$ cat src/rtl/uart_fifo_stage_pkg.sv
package uart_fifo_stage_pkg;

  localparam int REG_W = 16;

  localparam logic [1:0] ADDR_CTRL  = 2'd0;
  localparam logic [1:0] ADDR_FLAGS = 2'd1;
  localparam logic [1:0] ADDR_LEVEL = 2'd2;
  localparam logic [1:0] ADDR_DATA  = 2'd3;

  // stored control fields
  typedef struct packed {
    logic [2:0] rtsSel;
    logic [1:0] rxTrigSel;
    logic [1:0] txTrigSel;
    logic       modemEn;
    logic       loopEn;
  } fifoCfg_t;

  // one-cycle strobes from control to datapath
  typedef struct packed {
    logic txPush;
    logic rxPop;
    logic txFlush;
    logic rxFlush;
  } dpStrobe_t;

  // order matches the flag register, bit 3 down to bit 0
  typedef struct packed {
    logic rxOvf;
    logic txOvf;
    logic rxHigh;
    logic txLow;
  } flagVec_t;

  function automatic int rxTrigLevel(input logic [1:0] sel);
    case (sel)
      2'd0:    return 1;
      2'd1:    return 4;
      2'd2:    return 8;
      default: return 14;
    endcase
  endfunction

  function automatic int txTrigLevel(input logic [1:0] sel);
    case (sel)
      2'd0:    return 8;
      2'd1:    return 4;
      2'd2:    return 2;
      default: return 1;
    endcase
  endfunction

  function automatic int rtsLevel(input logic [2:0] sel);
    case (sel)
      3'd0:    return 15;
      3'd1:    return 1;
      3'd2:    return 4;
      3'd3:    return 6;
      3'd4:    return 8;
      3'd5:    return 10;
      3'd6:    return 12;
      default: return 14;
    endcase
  endfunction

endpackage

$ cat src/rtl/ufs_ring.sv
module ufs_ring #(
  parameter int DATA_W = 8,
  parameter int DEPTH  = 16,
  localparam int PTR_W = $clog2(DEPTH),
  localparam int CNT_W = $clog2(DEPTH + 1)
) (
  input  logic              clk,
  input  logic              rstN,
  input  logic              flush,
  input  logic              push,
  input  logic [DATA_W-1:0] pushData,
  input  logic              pop,
  output logic [DATA_W-1:0] headData,
  output logic [CNT_W-1:0]  count,
  output logic              pushDropped
);

  logic [DATA_W-1:0] mem [DEPTH];
  logic [PTR_W-1:0]  wrPtr, rdPtr;
  logic [DATA_W-1:0] lastData;
  logic              full, empty, doPush, doPop;

  function automatic logic [PTR_W-1:0] nextPtr(input logic [PTR_W-1:0] p);
    return (p == PTR_W'(DEPTH - 1)) ? '0 : p + 1'b1;
  endfunction

  assign full        = (count == CNT_W'(DEPTH));
  assign empty       = (count == '0);
  assign doPush      = push & ~full & ~flush;
  assign doPop       = pop & ~empty & ~flush;
  assign pushDropped = push & full & ~flush;
  assign headData    = empty ? lastData : mem[rdPtr];

  always_ff @(posedge clk or negedge rstN) begin
    if (!rstN) begin
      wrPtr    <= '0;
      rdPtr    <= '0;
      count    <= '0;
      lastData <= '0;
    end else if (flush) begin
      wrPtr <= '0;
      rdPtr <= '0;
      count <= '0;
    end else begin
      if (doPush) wrPtr <= nextPtr(wrPtr);
      if (doPop) begin
        rdPtr    <= nextPtr(rdPtr);
        lastData <= mem[rdPtr];
      end
      case ({doPush, doPop})
        2'b10:   count <= count + 1'b1;
        2'b01:   count <= count - 1'b1;
        default: count <= count;
      endcase
    end
  end

  always_ff @(posedge clk) begin
    if (doPush) mem[wrPtr] <= pushData;
  end

endmodule

$ cat src/rtl/ufs_datapath.sv
module ufs_datapath
  import uart_fifo_stage_pkg::*;
#(
  parameter int DATA_W = 8,
  parameter int DEPTH  = 16,
  localparam int CNT_W = $clog2(DEPTH + 1)
) (
  input  logic              clk,
  input  logic              rstN,
  input  dpStrobe_t         strobe,
  input  logic              loopEn,
  input  logic [DATA_W-1:0] txPushData,
  input  logic              txShiftPop,
  output logic [DATA_W-1:0] txShiftData,
  input  logic              rxShiftPush,
  input  logic [DATA_W-1:0] rxShiftData,
  output logic [DATA_W-1:0] rxHeadData,
  output logic [CNT_W-1:0]  txCount,
  output logic [CNT_W-1:0]  rxCount,
  output logic              txDropped,
  output logic              rxDropped,
  input  logic              txSerialIn,
  input  logic              rxdPin,
  output logic              txdPin,
  output logic              rxSerialOut
);

  // index 0 = transmit queue, index 1 = receive queue
  localparam int NUM_RING = 2;

  logic [NUM_RING-1:0] ringFlush, ringPush, ringPop, ringDrop;
  logic [DATA_W-1:0]   ringIn   [NUM_RING];
  logic [DATA_W-1:0]   ringHead [NUM_RING];
  logic [CNT_W-1:0]    ringCnt  [NUM_RING];

  assign ringFlush = {strobe.rxFlush, strobe.txFlush};
  assign ringPush  = {rxShiftPush, strobe.txPush};
  assign ringPop   = {strobe.rxPop, txShiftPop};
  assign ringIn[0] = txPushData;
  assign ringIn[1] = rxShiftData;

  for (genvar g = 0; g < NUM_RING; g++) begin : g_ring
    ufs_ring #(
      .DATA_W (DATA_W),
      .DEPTH  (DEPTH)
    ) u_ring (
      .clk         (clk),
      .rstN        (rstN),
      .flush       (ringFlush[g]),
      .push        (ringPush[g]),
      .pushData    (ringIn[g]),
      .pop         (ringPop[g]),
      .headData    (ringHead[g]),
      .count       (ringCnt[g]),
      .pushDropped (ringDrop[g])
    );
  end

  assign txShiftData = ringHead[0];
  assign rxHeadData  = ringHead[1];
  assign txCount     = ringCnt[0];
  assign rxCount     = ringCnt[1];
  assign txDropped   = ringDrop[0];
  assign rxDropped   = ringDrop[1];

  // loopback: the line stays at mark while the shifter talks to itself
  assign txdPin      = loopEn ? 1'b1 : txSerialIn;
  assign rxSerialOut = loopEn ? txSerialIn : rxdPin;

endmodule

$ cat src/rtl/ufs_ctrl.sv
module ufs_ctrl
  import uart_fifo_stage_pkg::*;
#(
  parameter int DEPTH  = 16,
  localparam int CNT_W = $clog2(DEPTH + 1)
) (
  input  logic             clk,
  input  logic             rstN,
  input  logic             regWrEn,
  input  logic             regRdEn,
  input  logic [1:0]       regAddr,
  input  logic [REG_W-1:0] regWrData,
  input  logic [CNT_W-1:0] txCount,
  input  logic [CNT_W-1:0] rxCount,
  input  logic             txDropped,
  input  logic             rxDropped,
  output dpStrobe_t        strobe,
  output fifoCfg_t         cfg,
  output flagVec_t         flags,
  output logic             rtsN
);

  logic wrCtrl, wrFlags;
  logic txCond, rxCond;
  logic unusedHighBits;

  assign unusedHighBits = ^regWrData[REG_W-1:11];

  assign wrCtrl  = regWrEn & (regAddr == ADDR_CTRL);
  assign wrFlags = regWrEn & (regAddr == ADDR_FLAGS);

  assign strobe.txPush  = regWrEn & (regAddr == ADDR_DATA);
  assign strobe.rxPop   = regRdEn & (regAddr == ADDR_DATA);
  assign strobe.txFlush = wrCtrl & regWrData[2];
  assign strobe.rxFlush = wrCtrl & regWrData[1];

  assign txCond = int'(txCount) <= txTrigLevel(cfg.txTrigSel);
  assign rxCond = int'(rxCount) >= rxTrigLevel(cfg.rxTrigSel);

  always_ff @(posedge clk or negedge rstN) begin
    if (!rstN) begin
      cfg <= '0;
    end else if (wrCtrl) begin
      cfg.rtsSel    <= regWrData[10:8];
      cfg.rxTrigSel <= regWrData[7:6];
      cfg.txTrigSel <= regWrData[5:4];
      cfg.modemEn   <= regWrData[3];
      cfg.loopEn    <= regWrData[0];
    end
  end

  // a set condition always wins over a software clear
  always_ff @(posedge clk or negedge rstN) begin
    if (!rstN) begin
      flags <= '{rxOvf: 1'b0, txOvf: 1'b0, rxHigh: 1'b0, txLow: 1'b1};
    end else begin
      flags.txLow  <= txCond    | (flags.txLow  & ~(wrFlags & ~regWrData[0]));
      flags.rxHigh <= rxCond    | (flags.rxHigh & ~(wrFlags & ~regWrData[1]));
      flags.txOvf  <= txDropped | (flags.txOvf  & ~(wrFlags & ~regWrData[2]));
      flags.rxOvf  <= rxDropped | (flags.rxOvf  & ~(wrFlags & ~regWrData[3]));
    end
  end

  assign rtsN = cfg.modemEn & (int'(rxCount) > rtsLevel(cfg.rtsSel));

endmodule

$ cat src/rtl/uart_fifo_stage.sv
module uart_fifo_stage
  import uart_fifo_stage_pkg::*;
#(
  parameter int DATA_W = 8,
  parameter int DEPTH  = 16,
  localparam int CNT_W = $clog2(DEPTH + 1)
) (
  input  logic              clk,
  input  logic              rstN,
  input  logic              regWrEn,
  input  logic              regRdEn,
  input  logic [1:0]        regAddr,
  input  logic [REG_W-1:0]  regWrData,
  output logic [REG_W-1:0]  regRdData,
  input  logic              txShiftPop,
  output logic [DATA_W-1:0] txShiftData,
  output logic              txShiftAvail,
  input  logic              rxShiftPush,
  input  logic [DATA_W-1:0] rxShiftData,
  input  logic              txSerialIn,
  output logic              txdPin,
  input  logic              rxdPin,
  output logic              rxSerialOut,
  output logic              rtsN
);

  dpStrobe_t         strobe;
  fifoCfg_t          cfg;
  flagVec_t          flags;
  logic [CNT_W-1:0]  txCount, rxCount;
  logic              txDropped, rxDropped;
  logic [DATA_W-1:0] rxHeadData;

  ufs_ctrl #(
    .DEPTH (DEPTH)
  ) u_ctrl (
    .clk       (clk),
    .rstN      (rstN),
    .regWrEn   (regWrEn),
    .regRdEn   (regRdEn),
    .regAddr   (regAddr),
    .regWrData (regWrData),
    .txCount   (txCount),
    .rxCount   (rxCount),
    .txDropped (txDropped),
    .rxDropped (rxDropped),
    .strobe    (strobe),
    .cfg       (cfg),
    .flags     (flags),
    .rtsN      (rtsN)
  );

  ufs_datapath #(
    .DATA_W (DATA_W),
    .DEPTH  (DEPTH)
  ) u_dp (
    .clk         (clk),
    .rstN        (rstN),
    .strobe      (strobe),
    .loopEn      (cfg.loopEn),
    .txPushData  (regWrData[DATA_W-1:0]),
    .txShiftPop  (txShiftPop),
    .txShiftData (txShiftData),
    .rxShiftPush (rxShiftPush),
    .rxShiftData (rxShiftData),
    .rxHeadData  (rxHeadData),
    .txCount     (txCount),
    .rxCount     (rxCount),
    .txDropped   (txDropped),
    .rxDropped   (rxDropped),
    .txSerialIn  (txSerialIn),
    .rxdPin      (rxdPin),
    .txdPin      (txdPin),
    .rxSerialOut (rxSerialOut)
  );

  assign txShiftAvail = (txCount != '0);

  always_comb begin
    regRdData = '0;
    case (regAddr)
      ADDR_CTRL: begin
        regRdData[10:8] = cfg.rtsSel;
        regRdData[7:6]  = cfg.rxTrigSel;
        regRdData[5:4]  = cfg.txTrigSel;
        regRdData[3]    = cfg.modemEn;
        regRdData[0]    = cfg.loopEn;
      end
      ADDR_FLAGS: regRdData[3:0] = flags;
      ADDR_LEVEL: begin
        regRdData[8 +: CNT_W] = txCount;
        regRdData[0 +: CNT_W] = rxCount;
      end
      default: regRdData[DATA_W-1:0] = rxHeadData;
    endcase
  end

endmodule

$ cat config.mk
export PLATFORM = sky130hd
export DESIGN_NAME = uart_fifo_stage
export DESIGN_NICKNAME = d
export VERILOG_FILES = /design/src/rtl/uart_fifo_stage_pkg.sv /design/src/rtl/ufs_ring.sv /design/src/rtl/ufs_datapath.sv /design/src/rtl/ufs_ctrl.sv /design/src/rtl/uart_fifo_stage.sv
export SDC_FILE = /design/constraint.sdc
export NUM_CORES = 1
export LEC_CHECK = 0
export BUFFER_PORTS_ARGS = -buffer_cell sky130_fd_sc_hd__clkbuf_2
export CORE_MARGIN = 2
export CORE_UTILIZATION = 39
export DETAILED_ROUTE_END_ITERATION = 8
export REMOVE_ABC_BUFFERS = 1
export SYNTH_ARGS = -nofsm -noshare
export SYNTH_HDL_FRONTEND = slang
export SYNTH_SLANG_ARGS = --single-unit
$ cat constraint.sdc
create_clock -name clk -period 4.9 [get_ports clk]
set_input_delay 0.49 -clock clk [delete_from_list [all_inputs] [get_ports clk]]
set_output_delay 0.49 -clock clk [all_outputs]
set_load 0.005 [all_outputs]
* Yosys cells after proc, flatten, opt, wreduce, memory -nomap -nowiden
Memories as Yosys holds them, arrays and structs flattened.
Index checks and enable logic that the tools add are counted.
** Storage, ports and cells
- Word-level logic and storage cells :: 148
- Input port bits :: 34
- Memories :: 2
- Memory bits (writable) :: 256
- Bits in registers :: 55
- Output and inout bits :: 28
** Operators by class
- Add/sub/neg operators :: 8
- Reduce and logical (&&, ||, !) cells :: 16
- Magnitude comparators :: 3
- Muxes and demuxes :: 34
- Bitwise operators :: 45
- Equality and inequality tests :: 23
** Memories
- u_dp.g_ring[0].u_ring.mem :: depth 16, width 8, read ports 1, clocked after memory_dff 0, wr ports 1, line ufs_ring.sv:18 : logic [DATA_W-1:0] mem [DEPTH];
- u_dp.g_ring[1].u_ring.mem :: depth 16, width 8, read ports 1, clocked after memory_dff 0, wr ports 1, line ufs_ring.sv:18
** Operators by type and width (count)
- $mux W4 :: 12
- $pmux W4 S7 :: 1
- $and A1 B1 Y1 :: 27
- $pmux W4 S3 :: 2
- $pmux W5 S2 :: 2
- $add A4 B1 Y4 const B :: 4
- $eq A4 B4 Y1 const B :: 4
- $mux W8 :: 2
- $not A1 Y1 :: 14
- $eq A2 B2 Y1 const B :: 6
- $pmux W3 S2 :: 2
- $add A5 B1 Y5 const B :: 2
- $eq A2 B1 Y1 const B :: 5
- $eq A5 B5 Y1 const B :: 2
- $logic_not A5 Y1 :: 2
- $mux W5 :: 2
- $sub A5 B1 Y5 const B :: 2
- $eq A3 B3 Y1 const B :: 3
- $pmux W1 S3 :: 3
- $reduce_bool A2 Y1 :: 4
- $eq A3 B2 Y1 const B :: 2
- $logic_not A2 Y1 :: 3
- $mux W1 :: 6
- $pmux W2 S3 :: 1
- other kinds (11) :: 16

* Depth between registers and ports, before layout
Gate-level depths: netlist (run 1).
- Depth in word-level cells :: 8
- Mapped depth :: 13
- Mapped depth without buffers :: 10

* Modules after synthesis
Synthesis (run 1) repeated with hierarchy kept, for this count alone.
** Second synthesis, totals
- Cells, all modules :: 782
- Area total of the unflattened synthesis :: 13718.2 µm²
** By module, submodules not included
- ufs_ring (u_dp.g_ring[1].u_ring) :: area an instance 6312.3 µm², sequential area each 4369.2 µm², times used 1, cells each 334
- ufs_ring (u_dp.g_ring[0].u_ring) :: area an instance 6271.0 µm², sequential area each 4369.2 µm², times used 1, cells each 332
- ufs_ctrl :: area an instance 843.3 µm², sequential area each 326.6 µm², times used 1, cells each 83
- uart_fifo_stage :: area an instance 270.3 µm², sequential area each 0.0 µm², times used 1, cells each 31
- ufs_datapath :: area an instance 21.3 µm², sequential area each 0.0 µm², times used 1, cells each 2

* Worst setup path before layout (run 1)
No wires, ideal clock.
- Path type :: register -> register
- From :: register u_dp.g_ring[1].u_ring.count[1]
- To :: register u_dp.g_ring[1].u_ring.count[4]
- Buffers on the path :: 1
- Arrival time :: 2826 ps
- Clock period less this slack :: 2904 ps
- Data required time :: 4822 ps
- Stages on the path, launching flop included :: 12
- Setup time :: 78 ps
- Path slack :: 1996 ps
- Cells stage by stage :: dfrtp_1 or4_4 o211ai_2 buf_6 or2_2 inv_1 ha_1 nor2b_1 o21a_1 or4_1 a21o_1 a21oi_1
** Between the ends
- Longest elaborated chain between the ends :: 7
- Elaborated cells between the ends (all ways) :: 15
** Ends and longest elaborated chain
- start: declaration :: line ufs_ring.sv:14 : output logic [CNT_W-1:0] count,
- start signal: assignment :: line ufs_ring.sv:51 : 2'b10: count <= count + 1'b1;
- start signal: assignment :: line ufs_ring.sv:52 : 2'b01: count <= count - 1'b1;
- start signal: assignment :: line ufs_ring.sv:53 : default: count <= count;
- $eq A5 B5 Y1 or $logic_not A5 Y1 (tied branches) :: line ufs_ring.sv:27, ufs_ring.sv:28
- $not A1 Y1 (on tied branches) :: line ufs_ring.sv:29, ufs_ring.sv:30
- $and A1 B1 Y1 (on tied branches) (2 in series) :: line ufs_ring.sv:29, ufs_ring.sv:30
- $eq A2 B1 Y1 or $eq A2 B2 Y1 (tied branches) :: line ufs_ring.sv:50 : case ({doPush, doPop})
- $pmux W5 S2 :: line ufs_ring.sv:50
- $mux W5 :: line ufs_ring.sv:40 : end else if (flush) begin
Several ways; a longest one is shown, not always the timed one.
A chain may end at the register's enable or synchronous reset.

* Worst setup path in the final report (run 1)
- From :: register u_dp.g_ring[1].u_ring.rdPtr[0]
- To :: output regRdData[2]
** Between the ends
- Longest elaborated chain between the ends :: 3
** Ends and longest elaborated chain
- start: declaration :: line ufs_ring.sv:19 : logic [PTR_W-1:0] wrPtr, rdPtr;
- start signal: assignment :: line ufs_ring.sv:47 : rdPtr <= nextPtr(rdPtr);
- $mem_v2 Z16 W8
- $mux W8 :: line ufs_ring.sv:32 : assign headData = empty ? lastData : mem[rdPtr];
- $pmux W2 S3 :: line uart_fifo_stage.sv:81 : case (regAddr)
- end: declaration :: line uart_fifo_stage.sv:14 : output logic [REG_W-1:0] regRdData,
Every way passes these cells.

==> summary.txt, run 1 <==
Critical path
  – CP max FO: 21
  – Crit path buffers/inverters: 2
  – Critical path class: reg -> out
  – WP data required: 4.41 ns
  – Worst setup path startpoint: u_dp.g_ring[1].u_ring.rdPtr[0]$_DFFE_PN0P_
  – Critical Path End Type: output pin
  – CP max stage delay: 0.82 ns
  – WP data arrival: 3.20 ns
  – Crit path launch type: register
  – CP max stage cell: dfrtp_2
  – Worst path cell trace: buf_4, mux4_2, a221oi_1, o21ai_0, clkbuf_2
  – R2r startpoint: u_dp.g_ring[0].u_ring.count[0]$_DFFE_PN0P_
  – Crit path max-delay family: flip-flops

Global route
  – Largest net degree at the start of global routing: 56
  – Global route total overflow: 0
  – GRT Total Usage: ~16%
  – Gr busiest metal: met2
  – Vias in the first global route: 7,401
  – Initial antenna violation count: 0
  – GR Util met2: between 20% and 30%
  – First-pass GRT wire length: roughly 44,000 um
  – Global routing usage on met3: around 2.0%
  – Met1 Use GR: about a fifth

Pwr
  – Switch share: between 30% and 40%
  – Total power: between 8 and 9 mW
  – Clock network power share: slightly below 30%
  – Comb power frac: roughly 28%
  – Reg power frac: between 40% and 50%
  – Power Dens Cells: 535.0 nW/um2
  – Switching pwr: 2.512 mW
  – Leak Pwr: approximately 5.3 nW
  – Internal: 5.618 mW
  – Maximum vdd drop: 0.2820 mV

Floorplan
  – Starting Density: 39.80%
  – I/O pin cnt: 62
  – Die X: 189.5 um
  – Num rows: 67
  – Die Y: 189.5 um
  – Area of the core: 33,700 um2
  – Area of the die: approximately 36,000 um2

Placed design
  – DPL Wire Length: 18,290 um
  – Placer Congestion: between 0.7 and 0.8
  – PortBufs: 53

Route
  – Total wire length: ~28,000 um
  – Via/cell ratio: around 5.3
  – DR pass1 iterations: 5
  – # DRC: 0
  – Post-route ant nets: 0
  – 1st-iter DRT viols: between 500 and 600
  – Routed WL per cell: slightly above 20 um
  – Via Count: ~7,300

Synthesis
  – Synth Area per Inst: 16.12 um2
  – Sequential fraction of the synthesis area: around two thirds
  – Main synth FF type: edfxtp_1
  – Post-synth EDFFs: ~260
  – Synth unique cells: 63
  – Ys async rst share: ~18%
  – Syn. warnings: 0
  – Synthesized flop and latch total: roughly 310
  – Synth Instances: 832
  – Post-Syn Area: 13,410 um2

Hold path
  – Worst hold path type: in -> async

STA
  – Slew Viols, Final: 0
  – Min Tclk post-route: approximately 3.7 ns
  – Max Freq: around 0.27 GHz
  – Setup TNS after final layout: 0 ns
  – Tcrit/Tclk final: ~75%
  – Hold Vio Cnt, Final: 0
  – Worst Hold Slack: just under 0.09 ns
  – Final Setup Violations: 0
  – Slew HR: between 30 and 40%
  – Worst clock skew: just under 0.009 ns
  – Slew @ Worst Pin: ~0.9 ns
  – RSZ-0062 raised after global routing: no

Clocking
  – CTS clk-pin slew, worst paths: around 0.070 ns
  – # clock sinks: around 310
  – PostCTS Resize Cnt: 0
  – Root buf cell: clkbuf_16
  – CTS max path bufs: 3
  – Hold Buf Count CTS: 0
  – Clk_lat worst skew: around 0.55 ns
  – Htree depth: 1
  – CTS buffer count: 31
  – # Post-CTS Setup Buffers: 0
  – TritonCTS clock tree: yes

Layout
  – Final nets: 960
  – Layout cells sized above 1: 23.18%
  – Fillers: 2,929
  – Layout area overhead: 13.30%
  – # diodes: 0

Run status
  – Status: finished, final reports clean

Flow run
  – Max-cap viol count: 0
==> power by group through the flow <==
| stage | combinational, mW | sequential, mW | clock [mW] |
|---|---|---|---|
| 2_1_floorplan | 1.50 | 3.56 | 0 |
| 3_3_place_gp | 2.23 | 3.60 | 0 |
| 3_5_place_dp | 2.26 | 3.61 | 0 |
| 4_1_cts | 2.26 | 3.55 | 2.40 |
| 5_1_grt | 2.48 | 3.60 | 2.49 |
| 6_report | 2.24 | 3.54 | 2.35 |
==> placed cells by master (no fill, tap or decap), drive strengths merged, types with 7 or more instances in the layout <==
cell type / instances
a21oi: 17
a221oi: 11
a22o: 22
and2: 16
buf: 23
clkbuf: 87
clkinv: 16
dfrtp: 54
edfxtp: 256
ha: 28
inv: 22
mux2: 8
mux2i: 7
mux4: 64
nand2: 58
nand3: 15
nor2: 40
nor2b: 8
nor3: 9
o21a: 8
o21ai: 51
xnor2: 7
==> per-layer routing <==
metal	up-vias	routed length [um]
met2	147	14240
met4	0	678
met5	-	0
li1	3400	-
met3	51	1094
met1	3694	12100
==> path summary, 6_finish.rpt <==
path / end / slack [ns] / cells past startpoint
setup / recovery: regRdData[2] / 1.21 / 5
hold / removal: u_dp.g_ring[0].u_ring.lastData[6]$_DFFE_PN0P_ / 0.09 / 2
setup reg to reg: u_dp.g_ring[0].u_ring.count[4]$_DFFE_PN0P_ / 1.79 / 9
hold reg to reg: u_dp.g_ring[0].u_ring.lastData[6]$_DFFE_PN0P_ / 0.48 / 2
max in group asynchronous: u_dp.g_ring[1].u_ring.rdPtr[0]$_DFFE_PN0P_ / 4.23 / 2
min in group clk: u_ctrl.cfg[6]$_DFFE_PN0N_ / 0.17 / 2
==> synthesized netlist by cell type, types with 4 or more instances <==
master / n / area (um2)
edfxtp_1: 256 / 7687
mux4_2: 64 / 1441
nand2_1: 58 / 217.7
dfrtp_1: 54 / 1351
o21ai_0: 47 / 235.2
nor2_1: 39 / 146.4
ha_1: 28 / 350.3
a22o_1: 22 / 192.7
inv_1: 21 / 78.83
clkbuf_1: 19 / 71.32
a21oi_1: 17 / 85.08
and2_1: 16 / 100.1
buf_2: 16 / 80.08
nand3_1: 15 / 75.07
a221oi_1: 10 / 87.58
nor3_1: 9 / 45.04
mux2_2: 8 / 90.09
nor2b_1: 8 / 50.05
o21a_1: 8 / 60.06
mux2i_1: 7 / 70.07
xnor2_1: 7 / 61.31
a31oi_1: 6 / 37.54
buf_4: 6 / 45.04
a21o_1: 5 / 37.54
nand2b_1: 5 / 31.28
nand4_1: 5 / 31.28
nor3b_1: 5 / 37.54
nor4_1: 5 / 31.28
o31ai_1: 5 / 37.54
and3_1: 4 / 25.02
nand3b_1: 4 / 30.03
o22ai_1: 4 / 25.02
xor2_1: 4 / 35.03
==> state kept, by name, summed over array words and instances (netlist names) <==
name,flops
u_dp.g_ring.u_ring.lastData,16
u_dp.g_ring.u_ring.wrPtr,8
u_dp.g_ring.u_ring.count,10
u_dp.g_ring.u_ring.mem,256
u_ctrl.flags,4
u_dp.g_ring.u_ring.rdPtr,8
u_ctrl.cfg,9
==> metrics by stage <==
stage               std cells  worst slack, ns  area [um2]  util [%]
floorplan                 787            1.524       13180         -
global placement         1311            1.674       14190     42.11
detailed placement       1311            1.630       14190     42.11
CTS                      1367            1.148       15200     45.10
global route             1367           0.9529       15200     45.10
finish                   1367            1.209       15200     45.10
==> cells by family (layout without fill, tap and decap cells) <==
logic type / Yosys count / after routing / share of synthesized area (%)
AOI/OAI and AO/OA: 144 / 144 / 7.360
xor gates and xnor gates: 11 / 11 / 0.7183
adders and majority gates: 30 / 30 / 2.910
buffers and inverters: 68 / 153 / 2.388
DFF: 311 / 311 / 67.58
muxes: 79 / 79 / 11.94
other: 1 / 3 / 0.02796
and+or+nand+nor: 188 / 188 / 7.071
==> cell type report <==
class	count	area, um2	share of cell area (%)
clock buffer	34	787.0	5.179
clock inverter	22	217.7	1.433
inverter	21	78.83	0.5187
multi-input combinational	455	4035	26.55
sequential	311	9067	59.67
tap	448	560.5	3.688
timing repair buffer	76	450.4	2.964
Power figures use the tool's default switching activity.
==> inputs of run 2 (changes only) <==
--- a/config.mk
+++ b/config.mk
@@ -5,6 +5,7 @@
 export SDC_FILE = /design/constraint.sdc
 export NUM_CORES = 1
 export LEC_CHECK = 0
+export ABC_AREA = 1
 export BUFFER_PORTS_ARGS = -buffer_cell sky130_fd_sc_hd__clkbuf_2
 export CORE_MARGIN = 2
 export CORE_UTILIZATION = 39
==> constraint.sdc (replaced) <==
create_clock -name clk -period 3.6 [get_ports clk]
set_input_delay 0.36 -clock clk [delete_from_list [all_inputs] [get_ports clk]]
set_output_delay 0.36 -clock clk [all_outputs]
set_load 0.005 [all_outputs]
==> summary.txt, run 2 <==
Run status
  – Status: finished, final reports clean

Pwr
  – Switch share: 36.32% (+5.4 points)
  – Power Dens Cells: 773.0 nW/um2 (+44%)
  – Comb power frac: 32.3% (+4.8 points)
  – Maximum vdd drop: 0.4719 mV (+67%)
  – Clock network power share: 29.3% (+0.4 points)
  – Reg power frac: 38.3% (-5.3 points)
  – Leak Pwr: 6.200 nW (+16%)
  – Internal: 7.740 mW (+38%)
  – Switching pwr: 4.414 mW (+76%)

STA
  – Slew HR: 40.94% (+1.0 points)
  – Slew @ Worst Pin: 0.8859 ns (-0.01573 ns)
  – Min Tclk post-route: ~3.1 ns
  – Setup TNS after final layout: 0 ns (unchanged)
  – Worst clock skew: 0.03199 ns (+0.02308 ns)
  – Hold Vio Cnt, Final: 0 (unchanged)
  – Tcrit/Tclk final: 85.70%
  – RSZ-0062 raised after global routing: no
  – Slew Viols, Final: 0 (unchanged)
  – Max Freq: 0.3241 GHz
  – Final Setup Violations: 0 (unchanged)

Route
  – Via Count: 9,376 (+29%)
  – Via/cell ratio: 5.033 (-5.7%)
  – Routed WL per cell: 17.43 um (-15%)
  – 1st-iter DRT viols: 638 (+17%)
  – DR pass1 iterations: 5 (unchanged)
  – Post-route ant nets: 0 (unchanged)
  – Total wire length: 32,480 um (+16%)
  – # DRC: 0 (unchanged)

Floorplan
  – Die Y: 192.7 um (+1.7%)
  – Num rows: 69 (+3.0%)
  – Die X: 192.7 um (+1.7%)
  – Area of the core: 35,310 um2 (+4.8%)
  – Starting Density: 39.33% (-0.47 points)
  – Area of the die: 37,140 um2 (+3.5%)
  – I/O pin cnt: 62 (unchanged)

Synthesis
  – Synth unique cells: 42 (-33%)
  – Most common cell in the netlist: nand2_1
  – Synth Area per Inst: 10.47 um2 (-35%)
  – Syn. warnings: 0 (unchanged)
  – Post-synth EDFFs: 256 (unchanged)
  – Yosys top cell by area: edfxtp_1
  – Main synth FF type: edfxtp_1
  – Synth Instances: 1,327 (+59%)
  – Post-Syn Area: 13,890 um2 (+3.5%)
  – Ys async rst share: 17.68% (unchanged)
  – Commonest cells post-synth: nand2_1 (375), edfxtp_1 (256), nor2_1 (141), a21oi_1 (87), nand3_1 (80)
  – Synthesized flop and latch total: 311 (unchanged)
  – Most area-consuming cells after synthesis: edfxtp_1 (55%), nand2_1 (10%), dfrtp_1 (9.7%), nor2_1 (3.8%), a21oi_1 (3.1%)
  – Sequential fraction of the synthesis area: 65.27% (-2.3 points)
  – Synth top area share: 55.35% (-2.0 points)

Clocking
  – # Post-CTS Setup Buffers: 0 (unchanged)
  – Htree depth: 2 (+1)
  – CTS clk-pin slew, worst paths: 0.06 ns (about the same)
  – CTS buffer count: 34 (+9.7%)
  – # clock sinks: 311 (unchanged)
  – CTS max path bufs: 3 (unchanged)
  – TritonCTS clock tree: yes
  – Clk_lat worst skew: 0.52 ns (-0.03 ns)
  – PostCTS Resize Cnt: 0 (unchanged)
  – Hold Buf Count CTS: 1 (+1)
  – Root buf cell: clkbuf_16

Critical path
  – Crit path launch type: register
  – CP max stage cell: dfrtp_2
  – Critical path class: reg -> out
  – WP data arrival: 2.73 ns (-0.47 ns)
  – Worst path cell trace: buf_4, nor2_1, nor2_1, o21ai_1, nand3_1, nand2_1, nand3_1, nand2_1, nand2_1, clkbuf_2
  – CP max FO: 36 (+71%)
  – WP data required: 3.24 ns (-1.17 ns)
  – CP dominant cell by count: nand2_1
  – Critical Path End Type: output pin
  – CP max stage delay: 0.75 ns (-0.07 ns)

Flow run
  – Max-cap viol count: 0 (unchanged)

Global route
  – First-pass GRT wire length: 49,960 um (+14%)
  – GRT Total Usage: 17.70% (+1.8 points)
  – Vias in the first global route: 8,787 (+19%)
  – Largest net degree at the start of global routing: 82 (+46%)
  – Global route total overflow: 0 (unchanged)
  – Initial antenna violation count: 0 (unchanged)

Layout
  – Biggest regs: u_dp.g_ring.u_ring.mem x256, u_dp.g_ring.u_ring.lastData x16, u_dp.g_ring.u_ring.count x10
  – Reg with most FFs: u_dp.g_ring.u_ring.mem
  – Final nets: 1,442 (+50%)
  – Fin util: 44.53% (-0.57 points)
  – Most common cell after layout, fill and taps aside: nand2_1
  – Max FFs per register: 256 (unchanged)
  – Layout area overhead: 13.21% (about the same)
  – Most frequent cells in the layout: nand2_1 (375), edfxtp_1 (256), nor2_1 (141)
  – # diodes: 0 (unchanged)
  – Layout cells sized above 1: 10.84% (-12 points)

Hold path
  – Worst hold path type: in -> reg

Placed design
  – PortBufs: 53 (unchanged)
  – DPL Wire Length: 20,770 um (+14%)
  – Placer Congestion: 0.8094 (+6.7%)
-- run 2: final cells by class --
class                           count  area, um2
Sequential cell                   311       9067
Inverter                           85      324.1
Clock buffer                       46      927.1
Clock inverter                     14      219.0
Tap cell                          461      576.8
Multi-Input combinational cell    882       4258
Timing Repair Buffer               64      350.3
Fill cell                        3230      19590
-- run 2: layer usage --
metal	global-route usage [%]	wire length, um	vias to the layer above
li1	-	-	4627
met1	24.41	14620	4465
met2	28.47	15350	221
met3	2.619	1561	63
met4	6.312	946	0
met5	0	0	-
-- run 2: critical path, delay by kind of cell (launching register included) --
family                 cells  cell delay, ns
DFF                        1            0.75
AOI/OAI and AO/OA          1            0.08
and+or+nand+nor            7            0.75
buffers and inverters      2            0.61
-- run 2: cells by family after synthesis --
| kind of cell | share of synthesized area (%) |
|---|---|
| flops | 65.27 |
| simple gates | 19.15 |
| buf+inv | 4.126 |
| mux | 0.2432 |
| other cells | 0.02700 |
| xor+xnor | 0.3784 |
| fa+ha+maj | 2.811 |
| compound gates | 7.991 |
-- run 2: metrics by stage --
stage | std cells | hold slack (ns) | cell area, um2 | setup slack, ns | power, mW
3_3_place_gp | 1802 | 0.4633 | 14570 | 1.044 | 8.615
5_1_grt | 1863 | 0.09440 | 15720 | 0.2845 | 12.94
3_5_place_dp | 1802 | 0.4651 | 14570 | 0.9915 | 8.690
4_1_cts | 1863 | 0.08395 | 15720 | 0.4871 | 12.26
2_1_floorplan | 1278 | 0.06441 | 13650 | 0.3234 | 7.227
6_report | 1863 | 0.09838 | 15720 | 0.5147 | 12.15
-- run 2: path summary, 6_finish.rpt --
kind                                                                     from  depth (start not counted)                                            end  slack [ns]
worst min register to register  u_dp.g_ring[0].u_ring.lastData[1]$_DFFE_PN0P_                          2  u_dp.g_ring[0].u_ring.lastData[1]$_DFFE_PN0P_        0.48
max in group asynchronous                                                rstN                          3     u_dp.g_ring[1].u_ring.count[0]$_DFFE_PN0P_        2.30
worst min-delay path                                             regWrData[8]                          3                      u_ctrl.cfg[6]$_DFFE_PN0N_         0.1
min in group asynchronous                                                rstN                          2  u_dp.g_ring[0].u_ring.lastData[2]$_DFFE_PN0P_        0.49
worst max-delay path               u_dp.g_ring[1].u_ring.rdPtr[0]$_DFFE_PN0P_                         10                                   regRdData[0]        0.51
worst max register to register     u_dp.g_ring[1].u_ring.count[1]$_DFFE_PN0P_                         12     u_dp.g_ring[1].u_ring.count[3]$_DFFE_PN0P_        1.05
-- run 2: power groups by stage --
| stage | clock network, mW | registers (mW) | logic (mW) |
|---|---|---|---|
| global placement | 0 | 4.72 | 3.90 |
| detailed placement | 0 | 4.73 | 3.96 |
| global route | 3.76 | 4.71 | 4.47 |
| floorplan | 0 | 4.75 | 2.48 |
| CTS | 3.62 | 4.66 | 3.98 |
| finish | 3.56 | 4.66 | 3.93 |
==> inputs of run 3 (changes only) <==
--- a/config.mk
+++ b/config.mk
@@ -10,7 +10,9 @@
 export CORE_MARGIN = 2
 export CORE_UTILIZATION = 39
 export DETAILED_ROUTE_END_ITERATION = 8
+export PLACE_DENSITY = 0.55
 export REMOVE_ABC_BUFFERS = 1
 export SYNTH_ARGS = -nofsm -noshare
 export SYNTH_HDL_FRONTEND = slang
+export SYNTH_HIERARCHICAL = 1
 export SYNTH_SLANG_ARGS = --single-unit
==> summary.txt, run 3 <==
Layout
  – Most frequent cells in the layout: nand2_1 (279), edfxtp_1 (256), nor2_1 (126)
  – # diodes: 0 (unchanged)
  – Most common cell after layout, fill and taps aside: nand2_1
  – Fillers: 3,308 (+2.4%)
  – Area of the multi-input gates: 4203 um2 (-1.3%)
  – Biggest regs: u_dp/g_ring.u_ring/mem x256, u_dp/g_ring.u_ring/lastData x16, u_dp/g_ring.u_ring/count x10
  – Layout area overhead: 14.39%
  – Max FFs per register: 256 (unchanged)
  – Final nets: 1,413 (-2.0%)
  – Layout cells sized above 1: 14.56% (+3.7 points)
  – Reg with most FFs: u_dp/g_ring.u_ring/mem
  – Fin util: 44.99% (+0.46 points)
  – Register area: 9070 um2 (about the same)

Route
  – # DRC: 0 (unchanged)
  – Via/cell ratio: 5.150 (+2.3%)
  – 1st-iter DRT viols: 623 (-2.4%)
  – Via Count: 9,450 (+0.79%)
  – DR pass1 iterations: 5 (unchanged)
  – Total wire length: 33,820 um (+4.1%)
  – Routed WL per cell: 18.43 um (+5.7%)
  – Post-route ant nets: 0 (unchanged)

Clocking
  – Clk_lat worst skew: 0.52 ns (about the same)
  – CTS clk-pin slew, worst paths: 0.06 ns (about the same)
  – CTS max path bufs: 3 (unchanged)
  – # clock sinks: 311 (unchanged)
  – Htree depth: 2 (unchanged)
  – CTS buffer count: 34 (unchanged)
  – TritonCTS clock tree: yes
  – Root buf cell: clkbuf_16

Synthesis
  – Syn. warnings: 6 (+6)
  – Most area-consuming cells after synthesis: edfxtp_1 (55%), dfrtp_1 (9.7%), nand2_1 (7.5%), o21ai_0 (4.5%), nor2_1 (3.4%)
  – Ys async rst share: 17.68% (unchanged)
  – Most common cell in the netlist: nand2_1
  – Synth Area per Inst: 10.86 um2 (+3.8%)
  – Sequential fraction of the synthesis area: 65.12% (-0.15 points)
  – Synth unique cells: 46 (+9.5%)
  – Synth Instances: 1,282 (-3.4%)
  – Post-Syn Area: 13,920 um2 (+0.23%)
  – Main synth FF type: edfxtp_1
  – Post-synth EDFFs: 256 (unchanged)
  – Synthesized flop and latch total: 311 (unchanged)
  – Synth top area share: 55.22% (-0.13 points)
  – Commonest cells post-synth: nand2_1 (279), edfxtp_1 (256), nor2_1 (126), o21ai_0 (125), inv_1 (83)
  – Yosys top cell by area: edfxtp_1

Critical path
  – CP max stage cell: dfrtp_2
  – Worst setup path startpoint: u_dp/g_ring[0].u_ring/rdPtr[0]$_DFFE_PN0P_
  – Critical path class: reg -> out
  – FF-to-FF End: u_dp/g_ring[0].u_ring/count[4]$_DFFE_PN0P_
  – WP data arrival: 2.94 ns (+0.21 ns)
  – CP Capture Point: txShiftData[5]
  – Crit path launch type: register
  – Setup slack, reg-to-reg: 1.17 ns (+0.12 ns)
  – WP data required: 3.24 ns (about the same)
  – R2r startpoint: u_dp/g_ring[0].u_ring/count[1]$_DFFE_PN0P_
  – CP dominant cell by count: nand2_1
  – Worst path cell trace: buf_4, nand2_1, nand2_1, a21oi_1, a211oi_1, o21ai_0, nand2_1, nand2_1, o21ai_0, clkbuf_2
  – Critical Path End Type: output pin
  – CP max stage delay: 0.57 ns (-0.18 ns)
  – CP max FO: 48 (+33%)
  – Worst Reg-to-Reg Cells: 15 (+3)

Floorplan
  – Area of the die: 37,220 um2 (+0.23%)
  – I/O pin cnt: 62 (unchanged)
  – Die Y: 192.9 um (+0.11%)
  – Area of the core: 35,400 um2 (+0.24%)
  – Starting Density: 39.33% (about the same)
  – Die X: 192.9 um (+0.11%)
  – Num rows: 69 (unchanged)

STA
  – Slew Viols, Final: 0 (unchanged)
  – RSZ-0062 raised after global routing: no
  – Hold Vio Cnt, Final: 19 (+19)
  – Min Tclk post-route: 3.303 ns (+0.2182 ns)
  – Slew HR: 42.20% (+1.3 points)
  – Slew @ Worst Pin: 0.8639 ns (-0.02205 ns)
  – Worst Hold Slack: -0.02817 ns (-0.1265 ns)
  – Worst clock skew: 0.03229 ns (+0.0003060 ns)
  – Slack of the critical path: 0.2966 ns (-0.2182 ns)
  – Max Freq: 0.3027 GHz (-6.6%)
  – Final Setup Violations: 0 (unchanged)
  – Setup TNS after final layout: 0 ns (unchanged)
  – Tcrit/Tclk final: 91.76% (+6.1 points)

Pwr
  – Total power: 12.03 mW (-0.99%)
  – Maximum vdd drop: 0.4188 mV (-11%)
  – Leak Pwr: 6.066 nW (-2.2%)
  – Power Dens Cells: 755.7 nW/um2 (-2.2%)

Global route
  – Initial antenna violation count: 0 (unchanged)
  – First-pass GRT wire length: 51,900 um (+3.9%)
  – Largest net degree at the start of global routing: 66 (-20%)
  – Global route total overflow: 0 (unchanged)
  – Vias in the first global route: 8,988 (+2.3%)
  – GRT Total Usage: 18.28% (+0.59 points)

Run status
  – Status: finished with violations
  – Failing checks: hold timing

Flow run
  – Max-cap viol count: 0 (unchanged)

Hold path
  – Worst hold path type: in -> async

Placed design
  – DPL Wire Length: 21,760 um (+4.8%)
  – Placer Congestion: 0.7981 (-1.4%)
  – PortBufs: 53 (unchanged)
  – Post-Place Setup Slack: 0.6868 ns (-0.3047 ns)
## run 3: changes by cell type in the layout (fill, tap and decap cells not counted), moves of 7 or more
cell	change
nand2_1	-96
nand3_1	-31
o221ai_1	+7
a211oi_1	+23
a21oi_2	+8
o211ai_1	-14
nor2_1	-15
nor2_2	+12
o22ai_1	+19
buf_4	+21
inv_1	+12
a21oi_1	-34
o21ai_0	+57
## run 3: routing by layer
metal	vias up	GRT usage, %	wire, um
met5	-	0	0
met2	186	30.31	16380
met1	4602	25.20	15310
li1	4609	-	-
met4	0	5.157	779
met3	53	2.606	1345
## run 3: worst max-delay path: cells and delay by family (launching register included)
family,cells,cell delay (ns)
AOI/OAI and AO/OA,4,0.75
buffers and inverters,2,0.66
DFF,1,0.57
and+or+nand+nor,4,0.42
## run 3: cell families (layout without fill, tap and decap cells)
| family | after synthesis | count (layout) | synth area share [%] |
|---|---|---|---|
| other | 1 | 3 | 0.02694 |
| buffers and inverters | 151 | 241 | 4.746 |
| adder cells (fa/ha/maj) | 26 | 26 | 2.337 |
| AND/OR/NAND/NOR | 509 | 509 | 16.01 |
| XOR/XNOR | 5 | 5 | 0.3146 |
| AO/OA/AOI/OAI | 279 | 279 | 11.45 |
| flip-flops | 311 | 311 | 65.12 |
## run 3: power by group
| group | total [mW] | internal [mW] | switching, mW |
|---|---|---|---|
| clock network | 3.56 | 2.18 | 1.38 |
| logic | 3.78 | 1.24 | 2.54 |
| registers | 4.70 | 4.30 | 0.395 |
## run 3: timing repair
item                                    CTS  global route
resized for setup                         0             2
setup buffers                             0             0
hold buffers                              0             0
endpoints found under the setup margin    0             3
## run 3: worst min path at each step
stage	start	end	slack, ns	depth (start not counted)
3_5_place_dp	u_ctrl/flags[2]$_DFF_PN0_	u_ctrl/flags[2]$_DFF_PN0_	0.49	2
3_3_place_gp	u_ctrl/flags[2]$_DFF_PN0_	u_ctrl/flags[2]$_DFF_PN0_	0.49	2
4_1_cts	rstN	u_dp/g_ring[0].u_ring/lastData[5]$_DFFE_PN0P_	0.004	2
2_1_floorplan	rstN	u_ctrl/cfg[0]$_DFFE_PN0P_	0.06	0
6_report	rstN	u_dp/g_ring[0].u_ring/lastData[5]$_DFFE_PN0P_	-0.03	2
5_1_grt	rstN	u_dp/g_ring[0].u_ring/lastData[4]$_DFFE_PN0P_	0.05	2
## run 3: through the flow
stage | std cells | cell area, um2
floorplan | 1230 | 13650
global placement | 1778 | 14780
detailed placement | 1778 | 14780
CTS | 1835 | 15920
global route | 1835 | 15920
finish | 1835 | 15920
## run 3: layout make-up
cell class,count,share of cell area [%]
well taps,461,3.622
multi-input cells,822,26.39
clock buffers,44,5.838
clock inverters,13,1.304
inverters,97,2.381
repair buffers,87,3.504
flip-flops and latches,311,56.96
